### src/rtl/nand_cr_pkg.sv
`timescale 1ns/1ps
package nand_cr_pkg;

  localparam logic [7:0] CMD_SETUP   = 8'h00;
  localparam logic [7:0] CMD_CONFIRM = 8'h31;
  localparam logic [7:0] CMD_EXIT    = 8'h34;
  localparam logic [7:0] CMD_STATUS  = 8'h70;

  typedef enum logic [1:0] {
    DEC_IDLE,
    DEC_ADDR,
    DEC_CONF
  } dec_state_e;

  // Modelled array content: one byte per (page, column).
  function automatic logic [7:0] page_byte(input logic [23:0] page, input logic [7:0] col);
    logic [7:0] mix;
    mix = page[7:0] * 8'd29 + col;
    return mix ^ page[15:8];
  endfunction

endpackage

### src/rtl/nand_cr_dec.sv
`timescale 1ns/1ps
module nand_cr_dec
  import nand_cr_pkg::*;
#(
  parameter int ADDR_CYCLES = 4,
  parameter int ROW_W       = 8 * (ADDR_CYCLES - 2)
) (
  input  logic             clk,
  input  logic             rst_n,
  input  logic [7:0]       io_in,
  input  logic             cle,
  input  logic             ale,
  input  logic             we,
  input  logic             active,
  output logic             start,
  output logic             err_set,
  output logic             exit_cmd,
  output logic             stat_sel,
  output logic             err_q,
  output logic [ROW_W-1:0] start_page
);
  localparam int CNT_W   = $clog2(ADDR_CYCLES);
  localparam int ROW_BYT = ADDR_CYCLES - 2;

  dec_state_e                      state;
  logic [CNT_W-1:0]                cnt;
  logic [ADDR_CYCLES-1:0][7:0]     addr_q;
  logic                            cmd_hit, adr_hit, col_zero, conf;

  assign cmd_hit  = we && cle && !ale;
  assign adr_hit  = we && ale && !cle;
  assign col_zero = (addr_q[0] == 8'h00) && (addr_q[1] == 8'h00);
  assign conf     = cmd_hit && (io_in == CMD_CONFIRM) && (state == DEC_CONF) && !active;
  assign start    = conf && col_zero;
  assign err_set  = conf && !col_zero;
  assign exit_cmd = cmd_hit && (io_in == CMD_EXIT) && active;

  for (genvar i = 0; i < ROW_BYT; i++) begin : g_row
    assign start_page[8*i +: 8] = addr_q[2+i];
  end

  always_ff @(posedge clk or negedge rst_n) begin
    if (!rst_n) begin
      state    <= DEC_IDLE;
      cnt      <= '0;
      addr_q   <= '0;
      stat_sel <= 1'b0;
    end else if (cmd_hit) begin
      unique case (io_in)
        CMD_SETUP: begin
          stat_sel <= 1'b0;
          if (!active) begin
            state <= DEC_ADDR;
            cnt   <= '0;
          end
        end
        CMD_STATUS: stat_sel <= 1'b1;
        default:    state    <= DEC_IDLE;
      endcase
    end else if (adr_hit && state == DEC_ADDR) begin
      addr_q[cnt] <= io_in;
      cnt         <= cnt + 1'b1;
      if (cnt == CNT_W'(ADDR_CYCLES - 1)) state <= DEC_CONF;
    end
  end

  always_ff @(posedge clk or negedge rst_n) begin
    if (!rst_n)       err_q <= 1'b0;
    else if (start)   err_q <= 1'b0;
    else if (err_set) err_q <= 1'b1;
  end

  assert_err_flag_R4: assert property (@(posedge clk) disable iff (!rst_n)
    err_set |=> err_q);
  assert_no_start_busy_R2: assert property (@(posedge clk) disable iff (!rst_n)
    start |-> !exit_cmd);

endmodule

### src/rtl/nand_cr_fetch.sv
`timescale 1ns/1ps
module nand_cr_fetch
  import nand_cr_pkg::*;
#(
  parameter int PAGE_BYTES = 16,
  parameter int ROW_W      = 16,
  parameter int T_LAT      = 20,
  parameter int T_FETCH    = 12
) (
  input  logic                        clk,
  input  logic                        rst_n,
  input  logic                        start,
  input  logic [ROW_W-1:0]            start_page,
  input  logic                        exit_cmd,
  input  logic                        take,
  output logic                        active,
  output logic                        fetching,
  output logic                        cache_valid,
  output logic [PAGE_BYTES-1:0][7:0]  cache_q
);
  localparam int TMAX = (T_LAT > T_FETCH) ? T_LAT : T_FETCH;
  localparam int TW   = $clog2(TMAX + 1);

  logic [TW-1:0]                timer;
  logic [ROW_W-1:0]             page_q;
  logic [PAGE_BYTES-1:0][7:0]   fill;

  for (genvar c = 0; c < PAGE_BYTES; c++) begin : g_fill
    assign fill[c] = page_byte(24'(page_q), 8'(c));
  end

  always_ff @(posedge clk or negedge rst_n) begin
    if (!rst_n) begin
      active      <= 1'b0;
      fetching    <= 1'b0;
      cache_valid <= 1'b0;
      timer       <= '0;
      page_q      <= '0;
      cache_q     <= '0;
    end else if (start) begin
      active      <= 1'b1;
      fetching    <= 1'b1;
      cache_valid <= 1'b0;
      timer       <= TW'(T_LAT - 1);
      page_q      <= start_page;
    end else if (exit_cmd) begin
      active      <= 1'b0;
      fetching    <= 1'b0;
      cache_valid <= 1'b0;
    end else begin
      if (fetching) begin
        if (timer == '0) begin
          fetching    <= 1'b0;
          cache_valid <= 1'b1;
          cache_q     <= fill;
          page_q      <= page_q + 1'b1;
        end else begin
          timer <= timer - 1'b1;
        end
      end
      if (take) begin
        cache_valid <= 1'b0;
        fetching    <= 1'b1;
        timer       <= TW'(T_FETCH - 1);
      end
    end
  end

  assert_exit_drops_fetch_R10: assert property (@(posedge clk) disable iff (!rst_n)
    (exit_cmd && !start) |=> (!fetching && !cache_valid && !active));
  assert_cache_hold_R8: assert property (@(posedge clk) disable iff (!rst_n)
    (cache_valid && !take && !exit_cmd && !start) |=> (cache_valid && $stable(cache_q)));
  assert_refetch_on_take_R8: assert property (@(posedge clk) disable iff (!rst_n)
    (take && !exit_cmd && !start) |=> fetching);

endmodule

### src/rtl/nand_cr_out.sv
`timescale 1ns/1ps
module nand_cr_out #(
  parameter int PAGE_BYTES = 16
) (
  input  logic                       clk,
  input  logic                       rst_n,
  input  logic                       flush,
  input  logic                       allow,
  input  logic                       cache_valid,
  input  logic [PAGE_BYTES-1:0][7:0] cache_q,
  input  logic                       fire,
  output logic                       take,
  output logic                       full,
  output logic [7:0]                 byte_o
);
  localparam int IW = $clog2(PAGE_BYTES);

  logic [PAGE_BYTES-1:0][7:0] data_q;
  logic [IW-1:0]              idx;
  logic                       last_fire;

  assign last_fire = fire && (idx == IW'(PAGE_BYTES - 1));
  assign take      = allow && cache_valid && (!full || last_fire);
  assign byte_o    = data_q[idx];

  always_ff @(posedge clk or negedge rst_n) begin
    if (!rst_n) begin
      full   <= 1'b0;
      idx    <= '0;
      data_q <= '0;
    end else if (flush) begin
      full <= 1'b0;
      idx  <= '0;
    end else if (take) begin
      data_q <= cache_q;
      full   <= 1'b1;
      idx    <= '0;
    end else if (last_fire) begin
      full <= 1'b0;
      idx  <= '0;
    end else if (fire) begin
      idx <= idx + 1'b1;
    end
  end

  assert_hold_backpressure_R6: assert property (@(posedge clk) disable iff (!rst_n)
    (full && !fire && !flush) |=> (full && $stable(idx) && $stable(byte_o)));
  assert_fire_needs_data_R6: assert property (@(posedge clk) disable iff (!rst_n)
    fire |-> full);

endmodule

### src/rtl/nand_cache_read.sv
`timescale 1ns/1ps
module nand_cache_read #(
  parameter int ADDR_CYCLES = 4,
  parameter int PAGE_BYTES  = 16,
  parameter int T_LAT       = 20,
  parameter int T_FETCH     = 12
) (
  input  logic       clk,
  input  logic       rst_n,
  input  logic [7:0] io_in,
  input  logic       cle,
  input  logic       ale,
  input  logic       we,
  output logic       rb_n,
  output logic [7:0] dout,
  output logic       dout_valid,
  input  logic       dout_ready
);
  localparam int ROW_W = 8 * (ADDR_CYCLES - 2);

  logic                       start, err_set, exit_cmd, stat_sel, err_q;
  logic [ROW_W-1:0]           start_page;
  logic                       active, fetching, cache_valid;
  logic [PAGE_BYTES-1:0][7:0] cache_q;
  logic                       take, full, fire;
  logic [7:0]                 byte_o, status;

  nand_cr_dec #(.ADDR_CYCLES(ADDR_CYCLES), .ROW_W(ROW_W)) u_dec (
    .clk(clk), .rst_n(rst_n), .io_in(io_in), .cle(cle), .ale(ale), .we(we),
    .active(active), .start(start), .err_set(err_set), .exit_cmd(exit_cmd),
    .stat_sel(stat_sel), .err_q(err_q), .start_page(start_page)
  );

  nand_cr_fetch #(.PAGE_BYTES(PAGE_BYTES), .ROW_W(ROW_W), .T_LAT(T_LAT), .T_FETCH(T_FETCH)) u_fetch (
    .clk(clk), .rst_n(rst_n), .start(start), .start_page(start_page),
    .exit_cmd(exit_cmd), .take(take), .active(active), .fetching(fetching),
    .cache_valid(cache_valid), .cache_q(cache_q)
  );

  nand_cr_out #(.PAGE_BYTES(PAGE_BYTES)) u_out (
    .clk(clk), .rst_n(rst_n), .flush(start), .allow(active && !exit_cmd),
    .cache_valid(cache_valid), .cache_q(cache_q), .fire(fire),
    .take(take), .full(full), .byte_o(byte_o)
  );

  assign fire       = !stat_sel && full && dout_ready;
  assign status     = {1'b0, cache_valid, !fetching, 4'b0000, err_q};
  assign dout_valid = stat_sel ? 1'b1 : full;
  assign dout       = stat_sel ? status : byte_o;
  assign rb_n       = !(active && !full);

  assert_busy_on_confirm_R3: assert property (@(posedge clk) disable iff (!rst_n)
    start |=> !rb_n);
  assert_bad_column_ready_R4: assert property (@(posedge clk) disable iff (!rst_n)
    err_set |=> rb_n);
  assert_status_idle_bit_R5: assert property (@(posedge clk) disable iff (!rst_n)
    (stat_sel && fetching) |-> (dout_valid && !dout[5]));

endmodule

### config.mk
export PLATFORM = sky130hd
export DESIGN_NAME = nand_cache_read
export DESIGN_NICKNAME = d
export VERILOG_FILES = /design/src/rtl/nand_cr_pkg.sv /design/src/rtl/nand_cr_dec.sv /design/src/rtl/nand_cr_fetch.sv /design/src/rtl/nand_cr_out.sv /design/src/rtl/nand_cache_read.sv
export SDC_FILE = /design/constraint.sdc
export NUM_CORES = 1
export LEC_CHECK = 0
export ABC_CLOCK_PERIOD_IN_PS = 3800
export BUFFER_PORTS_ARGS = -buffer_cell sky130_fd_sc_hd__buf_2
export CORE_UTILIZATION = 50
export CTS_CLUSTER_DIAMETER = 50
export CTS_CLUSTER_SIZE = 8
export DETAILED_ROUTE_END_ITERATION = 10
export HOLD_SLACK_MARGIN = 0.08
export PLACE_DENSITY = 0.66
export SKIP_CTS_REPAIR_TIMING = 1
export SYNTH_ARGS = -nofsm -noshare
export SYNTH_HDL_FRONTEND = slang
export SYNTH_SLANG_ARGS = --single-unit
### constraint.sdc
create_clock -name clk -period 3.8 [get_ports clk]
set_input_delay 0.57 -clock clk [delete_from_list [all_inputs] [get_ports clk]]
set_output_delay 0.57 -clock clk [all_outputs]
set_load 0.02 [all_outputs]
### Word-level counts from Yosys, hierarchy flattened

Cells that the tools add are included.
Widths: inputs -> output; s select.

* $add $sub $neg: 19
* $mul: 1
* $lt $le $gt $ge: 3
* equality and inequality tests: 13
* mux-type cells: 47
* bitwise gates (word level): 19
* reduce and logical (&&, ||, !) cells: 56

Operators by type and width (count)
* $xor 8x8->8: 16
* $add 8x4->8 const B: 8
* $mux 16: 4
* $add 8x3->8 const B: 4
* $bmux 8 s4: 1
* $bwmux 32: 1
* $mux 5: 5
* $logic_not 8->1: 3
* $mux 8: 3
* $logic_and 1x1->1: 21
* $mux 1: 18
* $add 16x1->16 const B: 1
* $add 8x2->8 const B: 2
* $demux 8 s2: 1
* $eq 8x6->1 const B: 2
* $mux 2: 8
* $mux 4: 4
* $reduce_bool 2->1: 7
* $reduce_bool 4->1: 3
* $logic_not 1->1: 9
* $reduce_and 3->1: 3
* $add 8x1->8 const B: 1
* $eq 8x7->1 const B: 1
* $mul 8x5->8 const B: 1
* other kinds (19): 31

* bits in registers: 323
* bits of input ports: 14
* output and inout bits: 10
* word-level logic and storage cells: 205

### Longest topological paths before layout

* depth in word-level cells: 11
* depth in mapped cells: 16
* depth with buffers taken out: 13

### Modules after synthesis

From an unflattened synthesis, not the netlist that was laid out.

* cell total of the unflattened synthesis: 1241
* area, all modules: 15198.3 um^2

Modules (own cells, without submodules)
* nand_cr_fetch: times used 1, cells an instance 715, area an instance 6729.0 um^2, seq. area each 2952.8 um^2
* nand_cr_out: times used 1, cells an instance 369, area an instance 6516.2 um^2, seq. area each 3328.2 um^2
* nand_cr_dec: times used 1, cells an instance 142, area an instance 1836.8 um^2, seq. area each 950.9 um^2
* nand_cache_read: times used 1, cells an instance 15, area an instance 116.4 um^2, seq. area each 0.0 um^2

### Least setup slack after synthesis

OpenSTA, ideal clock, no wires.

* path kind: flip-flop to flip-flop
* start: register u_fetch.page_q[0]
* end: register u_fetch.cache_q[15] in the netlist's numbering
* setup time: 0.132 ns
* arrival time: 3.974 ns
* required time: 3.668 ns
* path slack: -0.306 ns
* cell stages (with the launch flop): 15
* buffers on the path: 3
* period minus slack after synthesis: 4.106 ns
* cells stage by stage: dfrtp_1 > buf_1 > inv_1 > fa_1 > inv_1 > ha_1 > ha_1 > fa_1 > ha_1 > clkbuf_1 > clkbuf_1 > nand3_1 > nor4_1 > xnor2_1 > o21ai_1

* word-level cells in the longest chain between the ends: 3

Ends and longest elaborated chain
* start: declaration: RTL line nand_cr_fetch.sv:25 `logic [ROW_W-1:0] page_q;`
* start signal: assignment: RTL line nand_cr_fetch.sv:45 `page_q <= start_page;`
* start signal: assignment: RTL line nand_cr_fetch.sv:56 `page_q <= page_q + 1'b1;`
* $mul 8x5->8: RTL line nand_cr_pkg.sv:18 `mix = page[7:0] * 8'd29 + col;`
* $add 8x1->8: RTL line nand_cr_pkg.sv:18
* $xor 8x8->8: RTL line nand_cr_pkg.sv:19 `return mix ^ page[15:8];`
* end signal: assignment: RTL line nand_cr_fetch.sv:55 `cache_q <= fill;`
* end: declaration: RTL line nand_cr_fetch.sv:19 `output logic [PAGE_BYTES-1:0][7:0] cache_q`

No other way between the ends.
A chain may end at the register's enable or synchronous reset.

### Worst setup path after layout

* start: register u_fetch.page_q[2]
* end: register u_fetch.cache_q[47] in the netlist's numbering

* word-level cells in the longest chain between the ends: 3

Ends and longest elaborated chain (RTL line)
* $mul 8x5->8: nand_cr_pkg.sv:18
* $add 8x3->8: nand_cr_pkg.sv:18
* $xor 8x8->8: nand_cr_pkg.sv:19

No other way between the ends.

==> impl_metrics.env <==
export IMPL_r2r_end="u_fetch.cache_q[47]"
export IMPL_use_met2_pct=37.4
export IMPL_syn_nets=1344
export IMPL_dieHeight_um=162
export IMPL_clk_pin_slew_ns=0.05
export IMPL_fin_nets=1362
export IMPL_path_cells="inv_1 -> fa_1 -> inv_1 -> ha_1 -> fa_1 -> ha_1 -> nand3_1 -> a21oi_2 -> nor4_1 -> xnor2_1 -> o21ai_1"
export IMPL_cts_root_buf="clkbuf_16"
export IMPL_timing_final_max_slew_violations=0
export IMPL_avgSynthCellArea_um2=9.88
export IMPL_grt_usage_pct=22.9
export IMPL_syn_area_mm2=0.0127
export IMPL_synth_seq_area_share_pct=50.1
export IMPL_synth_xor_area_share_pct=7.63
export IMPL_synth_ff_type="dfrtp_1"
export IMPL_regToRegSetupSlack_ns=0.14
export IMPL_grt_max_degree=104
export IMPL_met3_usage_pct=3.57
export IMPL_portBuffers=23
export IMPL_hold_viol=0
export IMPL_path_max_fanout=15
export IMPL_synth_compound_area_share_pct=6.28
export IMPL_crit_type="reg -> reg"
export IMPL_dieArea_mm2=0.0261
export IMPL_ctsHtreeMaxLevel=2
export IMPL_crit_start="u_fetch.page_q[2]"
export IMPL_maxCapViolations=0
export IMPL_start_util_pct=50.7
export IMPL_tightest_slew_ns=1.03
export IMPL_relSlewSlack_pct=30.7
export IMPL_grt_pass1_wl_um=47200
export IMPL_first_iter_violations=616
export IMPL_worst_endpoint_arrival_ns=4.03
export IMPL_fin_crit_sh_pct=96.2
export IMPL_clk_latency_ns=0.51
export IMPL_cp_endpoint="u_fetch.cache_q[47]"
export IMPL_setup_slack_ns=0.144
export IMPL_num_vias=8961
export IMPL_synthCells=1289
export IMPL_status="completed"
export IMPL_placed_cells=1596
export IMPL_vdd_drop_max_mv=0.346
export IMPL_grt_overflow=0
export IMPL_antenna_left=0
export IMPL_min_period_ns=3.66
export IMPL_n_antenna_cell=0
export IMPL_die_w_um=162
export IMPL_setup_viol=0
export IMPL_core_mm2=0.0251
export IMPL_synth_largest_area_cell="dfrtp_1"
export IMPL_drive_gt1_share_pct=13.7
export IMPL_utilization_pct=56.7
export IMPL_cp_end_kind="register"
export IMPL_hpwl_um=18500
export IMPL_antenna_found_initial=0
export IMPL_p_per_area_mw_per_mm2=477
export IMPL_yosysTopAreaCellShare_pct=50.1
export IMPL_synth_simple_area_share_pct=19.4
export IMPL_syn_to_final_growth_pct=11.9
export IMPL_ys_async_sr_fraction_pct=100
export IMPL_crit_required_ns=4.17
export IMPL_clock_path_buffers=3
export IMPL_io_pins=24
export IMPL_path_depth=11
export IMPL_drtPass1Iterations=5
export IMPL_cts_sinks=255
export IMPL_synth_area_leaders="dfrtp_1 (50%), nand2_1 (13%), xnor2_1 (5.3%)"
export IMPL_grt_busiest_layer="met2"
export IMPL_synth_adder_area_share_pct=4.38
export IMPL_ys_warn_count=0
export IMPL_synth_seq_cells=255
export IMPL_fmax_ghz=0.274
export IMPL_r2r_start="u_fetch.page_q[2]"
export IMPL_synth_edf_count=0
export IMPL_nFillCells=2207
export IMPL_drc=0
export IMPL_skew_ns=0.0202
export IMPL_rsz0062_at_grt="true"
export IMPL_cp_start_kind="register"
export IMPL_fp_row_count=58
export IMPL_grt_pass1_vias=8978
export IMPL_synth_distinct_cells=56
export IMPL_crit_slowest_cell="a21oi_2"
export IMPL_synth_top_family_by_area="simple AND/OR/NAND/NOR gates"
export IMPL_cp_top_family="adder cells"
export IMPL_reg2reg_depth=11
export IMPL_wl_per_cell_um=17.4
export IMPL_critPathMaxStageDelay_ns=0.67
export IMPL_tritoncts="yes"
export IMPL_hp_class="in -> async"
export IMPL_gp_congestion=0.792
export IMPL_cts_buffers_inserted=39
export IMPL_vias_per_cell=5.46
export IMPL_p_leak_uw=0.00683
export IMPL_muxShareOfSynthArea_pct=8.08
export IMPL_finalWirelength_um=28500
export IMPL_place_ws_ns=-0.147
export IMPL_met1_usage_pct=31.2
export IMPL_cp_buffers_inverters=2
export IMPL_stdcell_count=1642
stage by stage:
| stage | hold slack [ns] | TNS (ns) | instance area [um^2] | total power [uW] |
|---|---|---|---|---|
| global placement | 0.445 | -0.0488 | 13200 | 3840 |
| global route | 0.175 | -0.102 | 14200 | 7060 |
| floorplan | 0.274 | 0 | 12700 | 3550 |
| finish | 0.0919 | 0 | 14200 | 6790 |
| detailed placement | 0.448 | -1.67 | 13200 | 3850 |
| CTS | 0.141 | -1.70 | 14200 | 6850 |
cells in the mapped netlist (7+ instances only):
| library cell | count |
|---|---|
| buf_2 | 29 |
| xor2_1 | 27 |
| dfrtp_1 | 255 |
| o21ai_0 | 32 |
| xnor2_1 | 77 |
| nor2_1 | 50 |
| a21oi_1 | 29 |
| inv_1 | 26 |
| mux4_2 | 26 |
| nand2_1 | 425 |
| a21o_1 | 11 |
| nand3_1 | 17 |
| o21ai_1 | 58 |
| nor4_1 | 18 |
| ha_1 | 35 |
| buf_6 | 10 |
| and4_1 | 7 |
| clkbuf_1 | 28 |
| mux2_2 | 34 |
| nor3_1 | 14 |
cells by family (layout without fill, tap and decap cells):
kind of cell	after synthesis	count (layout)
AO/OA/AOI/OAI	145	145
XOR/XNOR	107	107
buffers and inverters	103	126
multiplexers	66	66
AND/OR/NAND/NOR	572	572
adder cells (fa/ha/maj)	41	41
flip-flops	255	255
sequential cells by signal, indices dropped and copies added (netlist names):
| signal | count |
|---|---|
| u_dec.stat_sel | 1 |
| u_fetch.cache_q | 94 |
| u_fetch.page_q | 16 |
| u_dec.err_q | 1 |
| u_dec.cnt | 2 |
| u_fetch.cache_valid | 1 |
| u_out.full | 1 |
| u_dec.state | 2 |
| u_out.idx | 4 |
| u_fetch.fetching | 1 |
| u_fetch.timer | 5 |
| u_fetch.active | 1 |
| u_dec.addr_q | 16 |
| u_out.data_q | 94 |
| u_dec.start_page | 16 |
worst min-delay path by stage:
stage,to,start,cells past startpoint
after global routing,u_out.data_q[4],rst_n,1
after global placement,u_out.data_q[6],u_fetch.cache_q[6],2
after CTS,u_out.data_q[4],rst_n,1
after floorplan,u_dec.addr_q[0],rst_n,0
final,u_out.data_q[4],rst_n,1
after detailed placement,u_out.data_q[70],u_fetch.cache_q[70],2
power by group:
group          internal, uW  switching [uW]  total (uW)
Combinational           435             621        1060
Sequential             2750            17.8        2770
Clock                  1830            1140        2970
area by class of cell:
type / count / area (um^2) / area share (%)
Tap cell: 330 / 413 / 2.90
Inverter: 26 / 97.6 / 0.685
Clock buffer: 42 / 997 / 7.00
Multi-Input combinational cell: 931 / 5870 / 41.2
Clock inverter: 4 / 30.0 / 0.211
Timing Repair Buffer: 54 / 458 / 3.21
Sequential cell: 255 / 6380 / 44.8
metal layers:
layer | up-vias | part of all wire (%) | wire [um]
li1 | 4274 | - | -
met1 | 4456 | 46 | 13000
met2 | 171 | 48 | 13600
met3 | 60 | 3.9 | 1120
met4 | 0 | 2.7 | 765
met5 | - | 0 | 0
cells in the final DEF (no fill, tap or decap), types with 3 or more instances in the layout:
master | Yosys | layout
nand2_1 | 425 | 425
dfrtp_1 | 255 | 254
xnor2_1 | 77 | 76
o21ai_1 | 58 | 58
nor2_1 | 50 | 50
clkbuf_16 | 0 | 39
mux2_2 | 34 | 34
ha_1 | 35 | 34
o21ai_0 | 32 | 32
a21oi_1 | 29 | 28
xor2_1 | 27 | 27
inv_1 | 26 | 26
mux4_2 | 26 | 26
buf_4 | 6 | 23
buf_2 | 29 | 22
nand3_1 | 17 | 17
nor4_1 | 18 | 16
nor3_1 | 14 | 14
a21o_1 | 11 | 11
buf_12 | 0 | 8
mux2i_1 | 6 | 6
nor2b_1 | 6 | 6
and4_1 | 7 | 6
nand4_1 | 5 | 5
nor4_2 | 3 | 5
fa_1 | 6 | 5
nor4b_2 | 4 | 4
o21a_1 | 4 | 4
and2_1 | 3 | 3
No activity file was read; power rests on OpenSTA's default activity.
